$ cat src/rtl/a429_rx_pkg.sv
package a429_rx_pkg;

  localparam int WORD_BITS = 32;

  // Detector pair encoded as {one, zero}
  localparam logic [1:0] SMP_NULL = 2'b00;
  localparam logic [1:0] SMP_ZERO = 2'b01;
  localparam logic [1:0] SMP_ONE  = 2'b10;
  localparam logic [1:0] SMP_BAD  = 2'b11;

  // 0 when the 32 received bits hold an odd number of ones
  function automatic logic parity_verdict(input logic [31:0] w);
    return ~(^w);
  endfunction

  function automatic logic label_ok(input logic en, input logic [1:0] want,
                                    input logic [31:0] w);
    return !en || (w[9:8] == want);
  endfunction

  // held index k carries word bit k+1
  function automatic logic [15:0] upper_view(input logic [31:0] h);
    logic [15:0] r;
    for (int k = 0; k < 8; k++) r[7-k] = h[k];
    r[8]  = h[31];
    r[9]  = h[29];
    r[10] = h[30];
    for (int k = 0; k < 5; k++) r[11+k] = h[8+k];
    return r;
  endfunction

  function automatic logic [15:0] lower_view(input logic [31:0] h);
    return h[28:13];
  endfunction

endpackage

$ cat src/rtl/a429_sample_tick.sv
module a429_sample_tick #(
  parameter int FAST_DIV = 1,
  parameter int SLOW_DIV = 8
) (
  input  logic clk,
  input  logic rst_n,
  input  logic rate_slow,
  output logic tick
);
  localparam int MAXD = (FAST_DIV > SLOW_DIV) ? FAST_DIV : SLOW_DIV;
  localparam int CW = $clog2(MAXD + 1);
  localparam logic [CW-1:0] FAST_LIM = CW'(FAST_DIV - 1);
  localparam logic [CW-1:0] SLOW_LIM = CW'(SLOW_DIV - 1);

  logic [CW-1:0] cnt;
  logic [CW-1:0] lim;

  assign lim  = rate_slow ? SLOW_LIM : FAST_LIM;
  assign tick = (cnt == '0);

  always_ff @(posedge clk or negedge rst_n) begin
    if (!rst_n)          cnt <= '0;
    else if (cnt >= lim) cnt <= '0;
    else                 cnt <= cnt + 1'b1;
  end

  generate
    if (SLOW_DIV > 1) begin : g_chk
      assert_slow_spacing_R1: assert property (@(posedge clk) disable iff (!rst_n)
        (rate_slow && tick) |=> !tick);
    end
  endgenerate

endmodule

$ cat src/rtl/a429_bit_framer.sv
module a429_bit_framer
  import a429_rx_pkg::*;
#(
  parameter int SPB = 10
) (
  input  logic        clk,
  input  logic        rst_n,
  input  logic        tick,
  input  logic [1:0]  smp,
  output logic        eos,
  output logic        err,
  output logic        gap_to,
  output logic [31:0] word
);
  localparam int NOM  = SPB / 2;
  localparam int GAP  = 3 * SPB;
  localparam int HW   = $clog2(SPB + 2);
  localparam int NW   = $clog2(GAP + 1);
  localparam int BW   = $clog2(WORD_BITS);
  localparam logic [HW-1:0] PH_MIN  = HW'(NOM - 1);
  localparam logic [HW-1:0] PH_MAX  = HW'(NOM + 1);
  localparam logic [NW-1:0] NU_MIN  = NW'(NOM - 1);
  localparam logic [NW-1:0] NU_MAX  = NW'(NOM + 1);
  localparam logic [NW-1:0] GAP_C   = NW'(GAP);
  localparam logic [NW-1:0] GAP_M1  = NW'(GAP - 1);
  localparam logic [BW-1:0] LAST_BIT = BW'(WORD_BITS - 1);

  logic          prev_high, lvl, armed;
  logic [HW-1:0] hi_cnt;
  logic [NW-1:0] null_cnt;
  logic [BW-1:0] bit_cnt;
  logic [31:0]   sr;

  // named events
  logic is_hi, is_null, v;
  logic f_both, f_swap, f_long, f_space, f_short, fault;
  logic bit_start, bit_done, last_bit, gap_hit;

  always_comb begin
    is_hi    = (smp == SMP_ONE) || (smp == SMP_ZERO);
    is_null  = (smp == SMP_NULL);
    v        = (smp == SMP_ONE);
    f_both   = tick && (smp == SMP_BAD);
    f_swap   = tick && is_hi && prev_high && armed && (v != lvl);
    f_long   = tick && is_hi && prev_high && armed && (v == lvl) && (hi_cnt >= PH_MAX);
    f_space  = tick && is_hi && !prev_high && armed && (bit_cnt != '0) &&
               ((null_cnt < NU_MIN) || (null_cnt > NU_MAX));
    f_short  = tick && is_null && prev_high && armed && (hi_cnt < PH_MIN);
    fault    = f_both || f_swap || f_long || f_space || f_short;
    bit_start = tick && is_hi && !prev_high && armed && !f_space;
    bit_done  = tick && is_null && prev_high && armed && !f_short;
    last_bit  = bit_done && (bit_cnt == LAST_BIT);
    gap_hit   = tick && is_null && !prev_high && (null_cnt == GAP_M1);
  end

  always_ff @(posedge clk or negedge rst_n) begin
    if (!rst_n) begin
      prev_high <= 1'b0;
      lvl       <= 1'b0;
      armed     <= 1'b0;
      hi_cnt    <= '0;
      null_cnt  <= '0;
      bit_cnt   <= '0;
      sr        <= '0;
      eos       <= 1'b0;
      err       <= 1'b0;
      gap_to    <= 1'b0;
    end else begin
      eos    <= 1'b0;
      err    <= 1'b0;
      gap_to <= 1'b0;
      if (fault) begin
        err       <= 1'b1;
        armed     <= 1'b0;
        bit_cnt   <= '0;
        hi_cnt    <= '0;
        prev_high <= is_hi;
        null_cnt  <= is_hi ? '0 : NW'(1);
      end else if (tick) begin
        if (is_hi) begin
          prev_high <= 1'b1;
          null_cnt  <= '0;
          if (bit_start) begin
            lvl    <= v;
            hi_cnt <= HW'(1);
          end else if (prev_high && armed) begin
            hi_cnt <= hi_cnt + 1'b1;
          end
        end else begin
          prev_high <= 1'b0;
          if (prev_high)            null_cnt <= NW'(1);
          else if (null_cnt < GAP_C) null_cnt <= null_cnt + 1'b1;
          if (bit_done) begin
            sr <= {lvl, sr[31:1]};
            if (last_bit) begin
              bit_cnt <= '0;
              armed   <= 1'b0;
              eos     <= 1'b1;
            end else begin
              bit_cnt <= bit_cnt + 1'b1;
            end
          end
          if (gap_hit) begin
            armed   <= 1'b1;
            bit_cnt <= '0;
            if (bit_cnt != '0) gap_to <= 1'b1;
          end
        end
      end
    end
  end

  assign word = sr;

  assert_eos_single_R2: assert property (@(posedge clk) disable iff (!rst_n)
    eos |=> !eos);
  assert_fault_no_eos_R9: assert property (@(posedge clk) disable iff (!rst_n)
    err |=> !eos);
  assert_abort_no_eos_R10: assert property (@(posedge clk) disable iff (!rst_n)
    gap_to |-> !eos);

endmodule

$ cat src/rtl/a429_word_hold.sv
module a429_word_hold
  import a429_rx_pkg::*;
(
  input  logic        clk,
  input  logic        rst_n,
  input  logic        eos,
  input  logic [31:0] word,
  input  logic        label_chk_en,
  input  logic [1:0]  label_bits,
  input  logic        rd_en,
  input  logic        half_sel,
  output logic [15:0] rd_data,
  output logic        ready_n
);
  logic [31:0] held;
  logic        got_up, got_lo, nxt_up, nxt_lo;
  logic        accept;

  assign accept = eos && label_ok(label_chk_en, label_bits, word);
  assign nxt_up = got_up || !half_sel;
  assign nxt_lo = got_lo || half_sel;

  always_ff @(posedge clk or negedge rst_n) begin
    if (!rst_n) begin
      held    <= '0;
      got_up  <= 1'b0;
      got_lo  <= 1'b0;
      ready_n <= 1'b1;
    end else if (accept) begin
      held    <= {parity_verdict(word), word[30:0]};
      got_up  <= 1'b0;
      got_lo  <= 1'b0;
      ready_n <= 1'b0;
    end else if (rd_en && !ready_n) begin
      got_up <= nxt_up;
      got_lo <= nxt_lo;
      if (nxt_up && nxt_lo) ready_n <= 1'b1;
    end
  end

  assign rd_data = half_sel ? lower_view(held) : upper_view(held);

  assert_store_sets_ready_R5: assert property (@(posedge clk) disable iff (!rst_n)
    accept |=> !ready_n);
  assert_label_reject_R3: assert property (@(posedge clk) disable iff (!rst_n)
    (eos && !accept && ready_n) |=> ready_n);
  assert_release_by_read_R6: assert property (@(posedge clk) disable iff (!rst_n)
    $rose(ready_n) |-> $past(rd_en));
  assert_collide_void_R8: assert property (@(posedge clk) disable iff (!rst_n)
    (accept && rd_en) |=> !ready_n);

endmodule

$ cat src/rtl/a429_word_rx.sv
module a429_word_rx
  import a429_rx_pkg::*;
#(
  parameter int SPB      = 10,
  parameter int FAST_DIV = 1,
  parameter int SLOW_DIV = 8
) (
  input  logic        clk,
  input  logic        rst_n,
  input  logic        rate_slow,
  input  logic        loopback_en,
  input  logic        line_one,
  input  logic        line_zero,
  input  logic        tx_one,
  input  logic        tx_zero,
  input  logic        label_chk_en,
  input  logic [1:0]  label_bits,
  input  logic        rd_en,
  input  logic        half_sel,
  output logic [15:0] rd_data,
  output logic        ready_n
);
  logic        tick, eos, err, gap_to;
  logic [1:0]  smp;
  logic [31:0] word;

  assign smp = loopback_en ? {tx_one, tx_zero} : {line_one, line_zero};

  a429_sample_tick #(.FAST_DIV(FAST_DIV), .SLOW_DIV(SLOW_DIV)) u_tick (
    .clk(clk), .rst_n(rst_n), .rate_slow(rate_slow), .tick(tick)
  );

  a429_bit_framer #(.SPB(SPB)) u_framer (
    .clk(clk), .rst_n(rst_n), .tick(tick), .smp(smp),
    .eos(eos), .err(err), .gap_to(gap_to), .word(word)
  );

  a429_word_hold u_hold (
    .clk(clk), .rst_n(rst_n), .eos(eos), .word(word),
    .label_chk_en(label_chk_en), .label_bits(label_bits),
    .rd_en(rd_en), .half_sel(half_sel), .rd_data(rd_data), .ready_n(ready_n)
  );

  assert_eos_not_with_fault_R9: assert property (@(posedge clk) disable iff (!rst_n)
    !(eos && err));

endmodule

$ cat config.mk
export PLATFORM = sky130hd
export DESIGN_NAME = a429_word_rx
export DESIGN_NICKNAME = d
export VERILOG_FILES = /design/src/rtl/a429_rx_pkg.sv /design/src/rtl/a429_sample_tick.sv /design/src/rtl/a429_bit_framer.sv /design/src/rtl/a429_word_hold.sv /design/src/rtl/a429_word_rx.sv
export SDC_FILE = /design/constraint.sdc
export NUM_CORES = 1
export LEC_CHECK = 0
export ABC_CLOCK_PERIOD_IN_PS = 2340
export BUFFER_PORTS_ARGS = -buffer_cell sky130_fd_sc_hd__buf_4
export CAP_MARGIN = 20
export CORE_MARGIN = 8
export CORE_UTILIZATION = 55
export DETAILED_ROUTE_END_ITERATION = 10
export GPL_TIMING_DRIVEN = 0
export MAX_ROUTING_LAYER = met4
export PLACE_DENSITY = 0.76
export SYNTH_ARGS = -nofsm -noshare
export SYNTH_HDL_FRONTEND = slang
export SYNTH_HIERARCHICAL = 1
export SYNTH_SLANG_ARGS = --single-unit
$ cat constraint.sdc
create_clock -name clk -period 2.34 [get_ports clk]
set_input_delay 0.234 -clock clk [delete_from_list [all_inputs] [get_ports clk]]
set_output_delay 0.234 -clock clk [all_outputs]
set_load 0.02 [all_outputs]
==> flow_metrics.py, run 1 <==
metrics = {
    "final_layout": {
        "final_nets": 445,
        "utilization_pct": 66.9,
        "seqCellArea_um2": 2230,
        "design_area_um2": 5470,
        "drive_above_1_share_pct": 38.6,
        "antenna_cells": 0,
        "n_fill_cell": 580,
        "multi_input_area_um2": 2320,
        "syn_to_final_growth_pct": 18.1,
    },
    "placement": {
        "gp_congestion": 0.829,
        "io_buffers": 28,
        "dp_slack_ps": -194,
        "placed_area_um2": 4980,
        "dpl.hpwl_um": 6300,
    },
    "critical_path": {
        "worst-path-max-fanout": 8,
        "worst-setup-path-type": "reg -> reg",
        "cp-start-kind": "register",
        "endpoint_kind": "register",
        "critPathArrivalTime_ps": 2640,
        "cp.required_ps": 2580,
    },
    "detailed_routing": {
        "drc_errors": 0,
        "ant_nets": 0,
        "wl_per_cell_um": 18.3,
        "viasPerCell": 5.79,
        "drtIter0Drc": 97,
        "wirelength_um": 9650,
        "routed-via-count": 3049,
        "first_pass_iters": 5,
    },
    "clock_network": {
        "ctsRootBufferMaster": "clkbuf_8",
        "clock_sinks": 89,
        "cts.htree.levels": 3,
        "path_clk_slew_ps": 90,
        "cts_tree": "built",
        "numCtsBuffers": 9,
        "clock_latency_ps": 360,
        "cts_buffer_depth": 2,
    },
    "grt": {
        "globalRoute.totalOverflow": 0,
        "grt_pass1_vias": 3104,
        "antenna_found_initial": 0,
        "grt_max_degree": 90,
        "grt_usage_pct": 16.8,
        "grt_pass1_wl_um": 15100,
    },
    "sta": {
        "maxSlewHeadroom_pct": 55.8,
        "setup_tns_ps": -1100,
        "rsz0062_at_grt": "true",
        "setup_ws_ps": -55.6,
        "tightestPinTransition_ps": 663,
        "setup_viol": 31,
        "drv_slew": 0,
        "finalCritPeriodShare_pct": 102,
        "finalHoldViolations": 0,
        "fmax_mhz": 417,
        "period_minus_slack_ps": 2400,
        "skew_ps": 16.6,
    },
    "die": {
        "die-area_um2": 11600,
        "dieWidth_um": 108,
        "core_area_um2": 8180,
        "fp.dieH_um": 108,
        "start_util_pct": 56.6,
        "ios": 30,
        "row_count": 33,
    },
    "pwr": {
        "ir_drop_uv": 310,
        "p_total_mw": 3.51,
        "p_leak_nw": 2.76,
        "p_per_area_nw_per_um2": 642,
    },
    "min_path": {
        "hold_path.class": "in -> reg",
    },
    "synthesis": {
        "syn_area_per_cell_um2": 12.6,
        "synthCells": 366,
        "syn_nets": 394,
        "yosysWarningCount": 6,
        "syn-cell-area_um2": 4630,
    },
    "run_status": {
        "violations": "negative setup slack",
        "status": "finished with violations",
    },
    "job": {
        "drv_cap": 0,
    },
}
-- final cells by class --
cell class	count	area share, %
Multi-Input combinational cell	243	42.5
Sequential cell	89	40.7
Timing Repair Buffer	42	7.44
Clock buffer	11	2.59
Tap cell	105	2.40
Buffer	12	1.85
Inverter	20	1.37
Clock inverter	5	1.14
-- sequential cells by signal (all words and copies together) (netlist names) --
| name | cells |
|---|---|
| u_framer/hi_cnt | 4 |
| u_framer/eos | 1 |
| u_hold/ready_n | 1 |
| u_framer/word | 32 |
| u_framer/prev_high | 1 |
| u_tick/cnt | 4 |
| u_hold/got_up | 1 |
| u_hold/held | 32 |
| u_framer/null_cnt | 5 |
| u_framer/bit_cnt | 5 |
| u_framer/lvl | 1 |
| u_framer/armed | 1 |
| u_hold/got_lo | 1 |
-- worst paths after layout --
path | from | end | slack, ps | cells past startpoint
max in group asynchronous | rst_n | u_framer/hi_cnt[0]$_DFFE_PN0P_ | 1360 | 3
min in group asynchronous | rst_n | u_hold/held[1]$_DFFE_PN0N_ | 350 | 2
min | rd_en | u_hold/ready_n$_DFFE_PN1P_ | 170 | 3
min reg2reg | u_hold/got_lo$_DFFE_PN0P_ | u_hold/got_lo$_DFFE_PN0P_ | 500 | 2
max reg2reg | u_tick/cnt[1]$_DFF_PN0_ | u_framer/word[12]$_DFFE_PN0P_ | -60 | 10
max | u_tick/cnt[1]$_DFF_PN0_ | u_framer/word[12]$_DFFE_PN0P_ | -60 | 10
-- layer usage --
metal	share of wire (%)	track usage (%)	vias to the layer above	routed length, um
li1	-	-	1418	-
met1	44	19.6	1538	4240
met2	51	28.4	80	4900
met3	4.1	3.29	13	397
met4	1.2	5.65	0	112
met5	0	-	-	0
-- placed cells by master (no fill, tap or decap), drive strengths merged, types with 3 or more instances in the layout --
cell and count:
o31ai 4, ha 15, a311oi 4, nor3 3, a31oi 6, nand2 11
buf 48, a31o 3, nor2 11, xnor2 30, and4 3, a21oi 7
clkbuf 16, nand3 8, mux2 83, and3 4, inv 22, nor2b 3
xor2 6, o21ai 7, dfrtp 88, nand4 7
-- critical path, stage by stage, from the launching register on --
cell and delay [ps]:
dfrtp_1 410, inv_1 110, ha_4 140, nor3b_4 330
buf_4 180, and4b_2 270, o211ai_4 120, nand3_4 120
buf_12 150, clkbuf_16 160, mux2_4 290
-- power by group --
group | total (mW) | internal (mW) | leakage (nW) | switching, mW
clock | 1.10 | 0.532 | 0.0966 | 0.566
combinational | 0.705 | 0.292 | 1.44 | 0.414
sequential | 1.71 | 1.61 | 1.22 | 0.0923
total | 3.51 | 2.44 | 2.76 | 1.07
-- stage by stage --
stage	hold WS, ps	cells
floorplan	-61.6	366
global placement	473	499
detailed placement	491	499
CTS	120	516
global route	179	527
finish	167	527
-- what timing repair did --
| item | CTS | global route |
|---|---|---|
| resized for setup | 3 | 23 |
| gates cloned | 0 | 3 |
| pin swaps | 1 | 5 |
| hold buffers | 0 | 1 |
| setup endpoints to repair | 34 | 34 |
| setup buffers | 2 | 7 |
| endpoints found under the hold margin | 0 | 33 |
Power figures use the tool's default switching activity.
==> run 2: changes to the inputs <==
Settings changed: CORE_UTILIZATION 55 to 50, PLACE_DENSITY 0.76 to 0.7.
==> run 2 against run 1 <==
  * The flow now finishes without violations
  * Sequential share of layout area up 1.4 points
  * Worst setup slack better by 140 ps
  * Final cell count up 0.38%
  * Clock-buffer cell count down 2
  * Via count down 1.7%
  * Sequential power about the same
  * First-iteration DRC count up 11%
  * Clock power down 10%
  * Die area up 8.5%
  * Register-to-register slack better by 140 ps
  * Total power down 4.7%
  * Clock skew down 7.7 ps
==> flow_metrics.py, run 2 (synthesized netlist as in run 1, its figures left out) <==
metrics = {
    "die": {
        "ios": 30,
        "start_util_pct": 50.8,
        "die-area_um2": 12600,
        "row_count": 35,
        "core_area_um2": 9110,
        "fp.dieH_um": 112,
        "dieWidth_um": 112,
    },
    "final_layout": {
        "drive_above_1_share_pct": 38.0,
        "final_common_cell": "dfrtp_1",
        "design_area_um2": 5290,
        "final_cell_mix": "dfrtp_1 (88), mux2_2 (63), buf_4 (39)",
        "antenna_cells": 0,
        "utilization_pct": 58.1,
        "n_fill_cell": 751,
        "final_nets": 441,
        "syn_to_final_growth_pct": 14.3,
    },
    "grt": {
        "grt_pass1_wl_um": 15000,
        "grt_max_degree": 90,
        "grt_usage_pct": 15.0,
        "antenna_found_initial": 0,
        "globalRoute.totalOverflow": 0,
        "grt_pass1_vias": 3104,
    },
    "detailed_routing": {
        "routed-via-count": 2996,
        "wirelength_um": 8950,
        "ant_nets": 0,
        "viasPerCell": 5.66,
        "drtIter0Drc": 108,
        "drc_errors": 0,
        "wl_per_cell_um": 16.9,
        "first_pass_iters": 4,
    },
    "critical_path": {
        "worst-path-max-fanout": 10,
        "cp_slowest_stage_delay_ps": 410,
        "endpoint_kind": "register",
        "critPathArrivalTime_ps": 2490,
        "cp.required_ps": 2580,
        "cp-start-kind": "register",
        "worst-setup-path-type": "reg -> reg",
        "crit_slowest_cell": "dfrtp_1",
        "worstPathCellList": "inv_1 > ha_1 > nor3b_4 > nand4_1 > nor3_2 > nand3_4 > buf_6 > mux2_4",
    },
    "clock_network": {
        "cts_buffer_depth": 2,
        "cts.htree.levels": 3,
        "clock_sinks": 89,
        "cts_tree": "built",
        "path_clk_slew_ps": 100,
        "numCtsBuffers": 9,
        "ctsRootBufferMaster": "clkbuf_8",
        "clock_latency_ps": 350,
    },
    "sta": {
        "setup_viol": 0,
        "fmax_mhz": 444,
        "period_minus_slack_ps": 2250,
        "hold_slack_ps": 139,
        "tightestPinTransition_ps": 658,
        "finalCritPeriodShare_pct": 96.2,
        "drv_slew": 0,
        "finalHoldViolations": 0,
        "skew_ps": 8.87,
        "maxSlewHeadroom_pct": 56.1,
    },
    "job": {
        "drv_cap": 0,
    },
    "pwr": {
        "p_per_area_nw_per_um2": 632,
        "ir_drop_uv": 392,
        "p_leak_nw": 2.65,
    },
    "run_status": {
        "status": "completed",
    },
    "placement": {
        "gp_congestion": 0.908,
        "io_buffers": 28,
        "placed_area_um2": 4980,
        "dpl.hpwl_um": 6160,
    },
    "min_path": {
        "hold_path.class": "in -> reg",
    },
}
-- run 2: worst paths after layout --
check / to / slack [ps] / startpoint / cells past startpoint
max in group asynchronous: u_hold/ready_n$_DFFE_PN1P_ / 1310 / rst_n / 3
min in group asynchronous: u_hold/held[1]$_DFFE_PN0N_ / 360 / rst_n / 2
min reg2reg: u_hold/held[31]$_DFFE_PN0N_ / 500 / u_hold/held[31]$_DFFE_PN0N_ / 2
min: u_hold/ready_n$_DFFE_PN1P_ / 140 / rd_en / 3
max reg2reg: u_framer/word[30]$_DFFE_PN0P_ / 90 / u_tick/cnt[0]$_DFF_PN0_ / 8
max: u_framer/word[30]$_DFFE_PN0P_ / 90 / u_tick/cnt[0]$_DFF_PN0_ / 8
-- run 2: metrics by stage --
| step | setup WS [ps] | power [mW] | std cells | setup TNS [ps] |
|---|---|---|---|---|
| CTS | 5.19 | 3.34 | 521 | 0 |
| detailed placement | -223 | 2.32 | 505 | -6090 |
| global route | -38.2 | 3.56 | 529 | -456 |
| finish | 89.4 | 3.34 | 529 | 0 |
| global placement | -208 | 2.29 | 505 | -5750 |
| floorplan | 142 | 2.14 | 366 | 0 |
-- run 2: repair_timing --
action	4_1_cts	5_1_grt
pin swaps	1	5
endpoints found under the setup margin	30	34
gates cloned	0	0
endpoints found under the hold margin	0	31
gates resized for setup	2	9
buffers inserted	0	8
hold buffers	0	1
-- run 2: metal layers --
layer	GRT usage, %	vias to the layer above	wire [um]	part of all wire [%]
li1	-	1417	-	-
met1	17.2	1516	3890	44
met2	25.7	57	4710	53
met3	4.35	6	286	3.2
met4	3.33	0	57	0.64
met5	-	-	0	0
-- run 2: power breakdown --
group          internal [mW]  switching, mW
clock                  0.405          0.581
sequential              1.61         0.0898
combinational          0.270          0.386
total                   2.29           1.06
-- run 2: worst max-delay path, delay by kind of cell (launching register included) --
kind                       cells  cell delay [ps]
muxes                          1              300
and+or+nand+nor                4              980
DFF                            1              410
buffers and inverters          2              290
adders and majority gates      1              150
-- run 2: area by class of cell --
type | count | area [um^2] | share of cell area, %
Sequential cell | 89 | 2230 | 42.1
Timing Repair Buffer | 38 | 308 | 5.82
Clock buffer | 9 | 124 | 2.34
Inverter | 20 | 75.1 | 1.42
Multi-Input combinational cell | 243 | 2280 | 43.0
Clock inverter | 7 | 58.8 | 1.11
Buffer | 12 | 82.6 | 1.56
Tap cell | 111 | 139 | 2.62
==> run 3: changes to the inputs <==
Settings changed: ABC_AREA from default to 1.
==> run 3 against run 2 <==
  * Wire length rose by 36%
  * Flip-flop and latch count did not move
  * Critical path depth rose by 9
  * Clock skew rose by 3.3 ps
  * Worst setup slack got worse by 61 ps
  * Area after synthesis rose by 15%
  * Maximum frequency fell by 2.6%
  * Critical path type unchanged
  * Largest cell class unchanged
  * Largest power group unchanged
==> flow_metrics.py, run 3 <==
metrics = {
    "run_status": {
        "status": "completed",
    },
    "final_layout": {
        "utilization_pct": 59.3,
        "fin_cells": 945,
        "final_common_cell": "nand2_1",
        "antenna_cells": 0,
        "drive_above_1_share_pct": 17.6,
        "syn_to_final_growth_pct": 15.1,
        "design_area_um2": 6150,
        "final_cell_mix": "nand2_1 (372), dfrtp_1 (88), inv_1 (71)",
        "final_nets": 832,
    },
    "sta": {
        "finalCritPeriodShare_pct": 98.8,
        "setup_tns_ps": 0,
        "skew_ps": 12.1,
        "fmax_mhz": 433,
        "drv_slew": 0,
        "period_minus_slack_ps": 2310,
        "setup_ws_ps": 28.6,
        "hold_slack_ps": 181,
        "maxSlewHeadroom_pct": 69.0,
        "tightestPinTransition_ps": 466,
        "rsz0062_at_grt": "true",
        "finalHoldViolations": 0,
        "setup_viol": 0,
    },
    "critical_path": {
        "cp_slowest_stage_delay_ps": 390,
        "worstPathCellList": "inv_2 > ha_1 > nor3b_1 > buf_4 > nand2_4 > inv_2 > nand2_1 > nor2_1 > nand2_1 > nand2_2 > nor2_4 > nand2_4 > nor2_8 > nand2_8 > buf_2 > nand2_1 > nand2_1",
        "cp-start-kind": "register",
        "worst-path-max-fanout": 8,
        "crit_slowest_cell": "dfrtp_1",
        "rr_worst_depth": 17,
        "rr_startpoint": "u_tick/cnt[0]$_DFF_PN0_",
        "critPathArrivalTime_ps": 2560,
        "endpoint_kind": "register",
        "cpMostUsedCell": "nand2_1",
        "worst-setup-path-type": "reg -> reg",
        "cp-endpoint": "u_framer/word[2]$_DFFE_PN0P_",
        "regToRegSetupSlack_ps": 30,
        "crit_start": "u_tick/cnt[0]$_DFF_PN0_",
        "cp.required_ps": 2590,
        "r2r-end": "u_framer/word[2]$_DFFE_PN0P_",
    },
    "pwr": {
        "p_per_area_nw_per_um2": 605,
        "p_total_mw": 3.72,
        "intPower_mw": 2.53,
        "p_sw_share_pct": 32.0,
        "p_leak_nw": 3.38,
        "power_frac_comb_pct": 24.0,
        "ir_drop_uv": 376,
        "seqPwrFrac_pct": 46.8,
        "switching_power_mw": 1.19,
        "clkPwrFrac_pct": 29.2,
    },
    "placement": {
        "dp_slack_ps": -70.0,
        "dpl.hpwl_um": 8820,
        "dp.cells": 911,
        "gp_congestion": 0.856,
        "io_buffers": 28,
        "placed_area_um2": 5720,
    },
    "synthesis": {
        "synthCells": 747,
        "syn_nets": 775,
        "syn_area_per_cell_um2": 7.15,
        "yosysWarningCount": 6,
        "syn-cell-area_um2": 5340,
    },
    "min_path": {
        "hold_path.class": "in -> reg",
    },
    "grt": {
        "grt_max_degree": 90,
        "grt_usage_pct": 17.5,
        "globalRoute.totalOverflow": 0,
        "antenna_found_initial": 0,
        "grt_pass1_wl_um": 20300,
        "grt_pass1_vias": 4576,
    },
    "clock_network": {
        "cts_tree": "built",
        "cts.htree.levels": 3,
        "ctsRootBufferMaster": "clkbuf_8",
        "cts_buffer_depth": 2,
        "path_clk_slew_ps": 90,
        "clock_sinks": 89,
        "numCtsBuffers": 9,
        "clock_latency_ps": 360,
    },
    "die": {
        "core_area_um2": 10400,
        "fp.dieH_um": 119,
        "die-area_um2": 14200,
        "dieWidth_um": 119,
        "start_util_pct": 51.5,
        "row_count": 37,
        "ios": 30,
    },
    "detailed_routing": {
        "ant_nets": 0,
        "wl_per_cell_um": 12.9,
        "routed-via-count": 4771,
        "viasPerCell": 5.05,
        "wirelength_um": 12200,
        "drtIter0Drc": 289,
        "drc_errors": 0,
        "first_pass_iters": 4,
    },
    "job": {
        "drv_cap": 0,
    },
}
run 3: cell types whose count changed in the layout (fill, tap and decap cells not counted), sizes merged, moves of 6 or more:
cell   delta
inv      +52
o21ai    +32
xnor2    -28
mux2     -83
nor2     +23
nand2   +373
buf      +16
nand3    +44
a31oi     -6
run 3: power by group through the flow:
stage                     registers [mW]  clock network, mW  logic, mW
after global routing                1.76               1.18       1.01
after floorplan                     1.74                  0      0.554
after detailed placement            1.76                  0      0.744
after CTS                           1.74               1.12      0.744
final                               1.74               1.08      0.893
after global placement              1.76                  0      0.705
run 3: what timing repair did:
| item | in CTS | in global routing |
|---|---|---|
| hold endpoints to repair | 0 | 18 |
| endpoints found under the setup margin | 29 | 46 |
| setup buffers | 0 | 14 |
| hold buffers | 0 | 1 |
| cloned | 0 | 2 |
| pin swaps | 0 | 3 |
| gates resized for setup | 3 | 15 |
run 3: final cells by class:
| cell class | count | area (um^2) |
|---|---|---|
| Buffer | 23 | 204 |
| Clock buffer | 10 | 138 |
| Clock inverter | 6 | 67.6 |
| Fill cell | 952 | 4220 |
| Inverter | 77 | 289 |
| Multi-Input combinational cell | 558 | 2670 |
| Sequential cell | 89 | 2230 |
| Tap cell | 136 | 170 |
| Timing Repair Buffer | 46 | 383 |
run 3: worst min path at each step:
stage / start / endpoint / slack (ps) / cells after the start
after global placement: u_framer/null_cnt[4]$_DFFE_PN0P_ / u_framer/null_cnt[4]$_DFFE_PN0P_ / 460 / 2
after detailed placement: u_hold/held[15]$_DFFE_PN0N_ / u_hold/held[15]$_DFFE_PN0N_ / 470 / 2
final: rd_en / u_hold/got_lo$_DFFE_PN0P_ / 180 / 3
after floorplan: rst_n / u_framer/armed$_DFFE_PN0P_ / -60 / 0
after global routing: rd_en / u_hold/got_lo$_DFFE_PN0P_ / 170 / 3
after CTS: rst_n / u_framer/armed$_DFFE_PN0P_ / 130 / 1
run 3: critical path: cells and delay by family (launching register included):
family        cells  cell delay, ps
fa+ha+maj         1             200
buf+inv           4             410
flops             1             390
simple gates     12            1190
run 3: metal layers:
layer  wire (um)  global-route usage [%]
met4         138                    4.68
met2        6170                    29.5
met1        5310                    20.5
met3         555                    4.02
met5           0                       -
